[config.mk]
export PLATFORM = sky130hd
export DESIGN_NAME = rtc_bank
export DESIGN_NICKNAME = d
export VERILOG_FILES = /design/src/rtl/rtc_pkg.sv /design/src/rtl/rtc_bcd_field.sv /design/src/rtl/rtc_time_chain.sv /design/src/rtl/rtc_bank.sv
export SDC_FILE = /design/constraint.sdc
export NUM_CORES = 1
export LEC_CHECK = 0
export ABC_AREA = 0
export BUFFER_PORTS_ARGS = -buffer_cell sky130_fd_sc_hd__buf_2
export CORE_UTILIZATION = 55
export CTS_CLUSTER_SIZE = 40
export DETAILED_ROUTE_END_ITERATION = 10
export PLACE_DENSITY = 0.72
export REMOVE_ABC_BUFFERS = 1
export SYNTH_ARGS = -nofsm -noshare
export SYNTH_HDL_FRONTEND = slang
export SYNTH_HIERARCHICAL = 1
export SYNTH_SLANG_ARGS = --single-unit
[constraint.sdc]
create_clock -name clk -period 11.6 [get_ports clk]
set_clock_uncertainty 0.1 [all_clocks]
set_input_delay 2.9 -clock clk [delete_from_list [all_inputs] [get_ports clk]]
set_output_delay 2.9 -clock clk [all_outputs]
set_load 0.05 [all_outputs]
[src/rtl/rtc_pkg.sv]
package rtc_pkg;
  localparam int NFIELD = 8;
  typedef logic [7:0] bcd_t;
  typedef logic [NFIELD-1:0][7:0] bank_t;

  localparam int F_HUND  = 0;
  localparam int F_SEC   = 1;
  localparam int F_MIN   = 2;
  localparam int F_HOUR  = 3;
  localparam int F_WDAY  = 4;
  localparam int F_DATE  = 5;
  localparam int F_MONTH = 6;
  localparam int F_YEAR  = 7;

  function automatic bcd_t field_mask(input int i);
    case (i)
      F_SEC, F_MIN: return 8'h7F;
      F_HOUR, F_DATE: return 8'h3F;
      F_WDAY: return 8'h07;
      F_MONTH: return 8'h1F;
      default: return 8'hFF;
    endcase
  endfunction

  function automatic bcd_t field_lo(input int i);
    return (i == F_WDAY || i == F_DATE || i == F_MONTH) ? 8'h01 : 8'h00;
  endfunction

  function automatic bcd_t field_hi(input int i);
    case (i)
      F_SEC, F_MIN: return 8'h59;
      F_HOUR: return 8'h23;
      F_WDAY: return 8'h07;
      F_DATE: return 8'h31;
      F_MONTH: return 8'h12;
      default: return 8'h99;
    endcase
  endfunction

  // field whose wrap advances field i (weekday and date share the hour carry)
  function automatic int carry_src(input int i);
    return (i == F_DATE) ? F_HOUR : i - 1;
  endfunction

  function automatic logic is_leap(input bcd_t yr);
    if (!yr[4]) return (yr[3:0] == 4'd0) || (yr[3:0] == 4'd4) || (yr[3:0] == 4'd8);
    else        return (yr[3:0] == 4'd2) || (yr[3:0] == 4'd6);
  endfunction

  function automatic bcd_t month_days(input bcd_t mo, input bcd_t yr);
    case (mo)
      8'h02: return is_leap(yr) ? 8'h29 : 8'h28;
      8'h04, 8'h06, 8'h09, 8'h11: return 8'h30;
      default: return 8'h31;
    endcase
  endfunction
endpackage

[src/rtl/rtc_bcd_field.sv]
module rtc_bcd_field (
  input  logic       en,
  input  logic [7:0] val,
  input  logic [7:0] lo,
  input  logic [7:0] hi,
  output logic [7:0] nxt,
  output logic       wrap
);
  logic       at_top;
  logic [7:0] inc;

  always_comb begin
    // >= rather than == so an out-of-range loaded value still wraps
    at_top = (val >= hi);
    if (val[3:0] >= 4'd9) inc = {val[7:4] + 4'd1, 4'd0};
    else                  inc = val + 8'd1;
    wrap = en && at_top;
    if (!en)        nxt = val;
    else if (at_top) nxt = lo;
    else            nxt = inc;
  end
endmodule

[src/rtl/rtc_time_chain.sv]
module rtc_time_chain
  import rtc_pkg::*;
(
  input  logic  clk,
  input  logic  rst_n,
  input  logic  adv,
  input  logic  load,
  input  bank_t load_val,
  output bank_t cur,
  output bank_t nxt,
  output logic  sec_roll
);
  bank_t              cnt_q, cnt_d;
  logic [NFIELD-1:0]  en, wrap;
  bank_t              hi;

  for (genvar i = 0; i < NFIELD; i++) begin : g_field
    if (i == 0) begin : g_first
      assign en[i] = adv;
    end else begin : g_rest
      assign en[i] = wrap[carry_src(i)];
    end
    if (i == F_DATE) begin : g_date
      assign hi[i] = month_days(cnt_q[F_MONTH], cnt_q[F_YEAR]);
    end else begin : g_fixed
      assign hi[i] = field_hi(i);
    end
    rtc_bcd_field u_fld (
      .en   (en[i]),
      .val  (cnt_q[i]),
      .lo   (field_lo(i)),
      .hi   (hi[i]),
      .nxt  (nxt[i]),
      .wrap (wrap[i])
    );
  end

  always_comb begin
    cnt_d = load ? load_val : nxt;
  end

  always_ff @(posedge clk or negedge rst_n) begin
    if (!rst_n) begin
      for (int i = 0; i < NFIELD; i++) cnt_q[i] <= field_lo(i);
    end else if (load || adv) begin
      cnt_q <= cnt_d;
    end
  end

  assign cur      = cnt_q;
  assign sec_roll = wrap[F_HUND] && !load;

  // without a tick (or a load) the counters never move
  p_hold_stopped_r8: assert property (@(posedge clk) disable iff (!rst_n)
    (!adv && !load) |=> $stable(cnt_q));
  // a load lands in the counters on the next edge
  p_load_lands_r6: assert property (@(posedge clk) disable iff (!rst_n)
    load |=> (cnt_q == $past(load_val)));
  // a second boundary leaves hundredths at zero
  p_roll_zero_r2: assert property (@(posedge clk) disable iff (!rst_n)
    sec_roll |=> (cnt_q[F_HUND] == 8'h00));
endmodule

[src/rtl/rtc_bank.sv]
module rtc_bank
  import rtc_pkg::*;
#(
  parameter int ADDR_W   = 13,
  parameter int WIN_BITS = 4
) (
  input  logic              clk,
  input  logic              rst_n,
  input  logic              tick,
  input  logic              cs,
  input  logic              we,
  input  logic [ADDR_W-1:0] addr,
  input  logic [7:0]        wdata,
  output logic [7:0]        rdata
);
  localparam logic [WIN_BITS-1:0] CTL_OFF = WIN_BITS'(NFIELD);

  logic [1:0] rs_q;
  logic       rst_s;
  always_ff @(posedge clk or negedge rst_n) begin
    if (!rst_n) rs_q <= 2'b00;
    else        rs_q <= {rs_q[0], 1'b1};
  end
  assign rst_s = rs_q[1];

  logic                in_win, wr_acc, rd_acc, ctl_wr_acc;
  logic [WIN_BITS-1:0] off;
  assign in_win     = &addr[ADDR_W-1:WIN_BITS];
  assign off        = addr[WIN_BITS-1:0];
  assign wr_acc     = cs && we && in_win;
  assign rd_acc     = cs && !we;
  assign ctl_wr_acc = wr_acc && (off == CTL_OFF);

  bank_t u_q, u_d, cnt, nxt;
  logic  osc_q, osc_d, frz_rd_q, frz_rd_d, frz_wr_q, frz_wr_d;
  logic  frozen, load, adv, roll;
  logic [7:0] rdata_q, rdata_d;

  assign frozen = frz_rd_q || frz_wr_q;
  assign load   = ctl_wr_acc && frz_wr_q && !wdata[7];
  assign adv    = tick && !osc_q;

  rtc_time_chain u_chain (
    .clk      (clk),
    .rst_n    (rst_s),
    .adv      (adv),
    .load     (load),
    .load_val (u_q),
    .cur      (cnt),
    .nxt      (nxt),
    .sec_roll (roll)
  );

  always_comb begin
    for (int i = 0; i < NFIELD; i++) begin
      u_d[i] = u_q[i];
      // freeze state sampled before this cycle's write: a refresh in flight completes
      if (roll && !frozen) u_d[i] = nxt[i] & field_mask(i);
      if (wr_acc && (off == WIN_BITS'(i))) u_d[i] = wdata & field_mask(i);
    end
    osc_d    = (wr_acc && off == WIN_BITS'(F_SEC)) ? wdata[7] : osc_q;
    frz_wr_d = ctl_wr_acc ? wdata[7] : frz_wr_q;
    frz_rd_d = ctl_wr_acc ? wdata[6] : frz_rd_q;
  end

  always_comb begin
    rdata_d = rdata_q;
    if (rd_acc) begin
      rdata_d = 8'h00;
      if (in_win) begin
        for (int i = 0; i < NFIELD; i++)
          if (off == WIN_BITS'(i)) rdata_d = u_q[i];
        if (off == WIN_BITS'(F_SEC)) rdata_d[7] = osc_q;
        if (off == CTL_OFF) rdata_d = {frz_wr_q, frz_rd_q, 6'b0};
      end
    end
  end

  always_ff @(posedge clk or negedge rst_s) begin
    if (!rst_s) begin
      for (int i = 0; i < NFIELD; i++) u_q[i] <= field_lo(i);
      osc_q    <= 1'b1;
      frz_rd_q <= 1'b0;
      frz_wr_q <= 1'b0;
      rdata_q  <= 8'h00;
    end else begin
      u_q      <= u_d;
      osc_q    <= osc_d;
      frz_rd_q <= frz_rd_d;
      frz_wr_q <= frz_wr_d;
      rdata_q  <= rdata_d;
    end
  end

  assign rdata = rdata_q;

  // while frozen and untouched by software, the user copy holds
  p_freeze_hold_r5: assert property (@(posedge clk) disable iff (!rst_s)
    (frozen && !wr_acc) |=> $stable(u_q));
  // an unfrozen boundary makes the user copy match the counters
  p_copy_match_r2: assert property (@(posedge clk) disable iff (!rst_s)
    (roll && !frozen && !wr_acc) |=> (u_q == cnt));
  // raising a freeze on a boundary still lets that refresh through
  p_same_cycle_r7: assert property (@(posedge clk) disable iff (!rst_s)
    (roll && !frozen && ctl_wr_acc) |=> (u_q[F_SEC] == cnt[F_SEC]) && frozen);
endmodule

==> flow_summary.ini <==
[synthesis]
netlist_instances = 1240
synth_warnings = 6
syn_area_per_cell_um2 = 9.02
synthesis.area_mm2 = 0.0112

[cts]
cts.sinks = 127
cts_setup_buffers = 0
cts_resized = 0
holdBufCountCts = 0
path_clk_slew_ps = 60
insertion_delay_ps = 420
cts_buffers = 17
cts-root-buf = clkbuf_16
clockBufferDepth = 2
htree_levels = 4
cts_tree = done

[setup_path]
critical-path-top-delay-family = simple AND/OR/NAND/NOR gates
crit_path_start_kind = primary input
crit_slowest_cell = and2b_2
endpoint_kind = flop
required_ps = 11830
crit_path_max_incr_delay_ps = 630
cp_max_fo = 39
cp_num_buf_inv = 2
rr_startpoint = u_chain/cur[0]
critical_path_class = primary input to flop
startpoint = tick
crit_chain = buf_2, nor2b_4, buf_4, and2b_2, and2b_2, and2b_2, and2b_2, and2b_2, and2b_2, a21bo_2, a221oi_2, mux2i_1, a21oi_1
crit_top_cell = and2b_2
arrival_ps = 7410

[detailed_routing]
drt_wl_total_mm = 26.8
ant_nets = 0
drtPass1Iterations = 5
dr_total_vias = 9263
drt-initial-drc-count = 680
drc = 0
wl_per_cell_um = 16.4
vias_per_cell = 5.64

[cells_and_area]
area_growth_pct = 10.8
nNetsFinal = 1487
antenna_cells = 0
drive_gt1_frac = 0.123
final_cell_count_no_fill = 1642

[placement]
post-place-ws_ps = 4060
post-place-cells = 1611
dp_hpwl_mm = 19.0
routabilityCongestion = 0.861
io_buffers = 33

[global_route]
grt_use_met1 = 0.360
grt_use_met3 = 0.0414
grt_overflow = 0
grt_pass1_vias = 8629
grt_pass1_wl_mm = 44.1
use_met2 = 0.449
grt_start_max_net_pins = 81
grt_usage = 0.273
antenna_found_initial = 0
grt.busiest_layer = met2

[timing]
setup_viol = 0
min_period_over_period = 0.619
worst_slack_ps = 4420
rsz0062_at_grt = no
worst_pin_slew_ps = 929
final-hold-violation-count = 0
finalCriticalPeriod_ps = 7180
max_freq_mhz = 139
slew_viol_final = 0
maxSlewHeadroom = 0.381

[power_and_ir_drop]
p_leak_nw = 5.67
irDropWorstVdd_mv = 0.135
power.total_w = 0.00245
powerDensity_mw_per_mm2 = 198

[job]
cap_violations = 0

[floorplanning]
core_area_mm2 = 0.0197
start_util = 0.568
rows = 51
chipWidth_um = 145
ioPinCount = 34
fp.dieH_um = 145
dieArea_mm2 = 0.0209

[status]
status = finished, final reports clean

[min_path]
hold_path_class = flop to flop
min_from = rs_q[0]
==> where the power goes <==
group	internal (W)	switching, W	total [W]
registers	0.000610	0.000215	0.000825
logic	0.000502	0.000602	0.00110
clock network	0.000324	0.000199	0.000523
==> cell usage in the layout (no fill, tap or decap), types with 17 or more instances in the layout <==
cell type / instances
nand2_1: 147
mux2i_1: 146
conb_1: 140
dfrtp_1: 119
inv_1: 103
o21ai_0: 97
ha_1: 96
a21oi_1: 55
nor2_1: 50
buf_2: 33
nor3_1: 27
nand3_1: 25
a2bb2oi_1: 25
a21boi_0: 24
o221ai_1: 24
nand2b_1: 22
nand4_1: 20
mux2_2: 18
clkbuf_16: 17
==> metal layers <==
metal  part of all wire  routed length (um)  vias up
met5                  0                   0        -
met4              0.026                 697        0
met3              0.041                1110       51
met2               0.48               12800      190
met1               0.46               12200     4417
li1                   -                   -     4605
==> registers in the layout (all words and copies together), names as in the netlist <==
register and flops:
rdata 8, u_q 50, rs_q 2, frz_wr_q 1
frz_rd_q 1, u_chain/cur 64, osc_q 1
==> stage by stage <==
stage	TNS [ps]	instance area [um2]	hold slack (ps)	utilization
2_1_floorplan	-13290	11300	231	-
3_3_place_gp	0	11800	241	0.600
3_5_place_dp	0	11800	239	0.600
4_1_cts	0	12400	258	0.629
5_1_grt	0	12400	262	0.629
6_report	0	12400	255	0.629
==> worst paths after layout <==
| check | endpoint | slack [ps] | cells past startpoint |
|---|---|---|---|
| max | u_q[60] | 4420 | 13 |
| min | rs_q[1] | 250 | 0 |
| min reg2reg | rs_q[1] | 250 | 0 |
| min in group asynchronous | u_chain/cur[31] | 310 | 0 |
| max in group asynchronous | rs_q[1] | 9140 | 1 |
| max reg2reg | u_q[60] | 6150 | 15 |
==> cell type report <==
type | instances | area (um2)
Multi-Input combinational cell | 1077 | 7700
Timing Repair Buffer | 39 | 210
Fill cell | 1698 | 7320
Clock inverter | 11 | 116
Clock buffer | 20 | 457
Tap cell | 265 | 332
Sequential cell | 127 | 3190
Inverter | 103 | 387
Power figures use the tool's default switching activity.
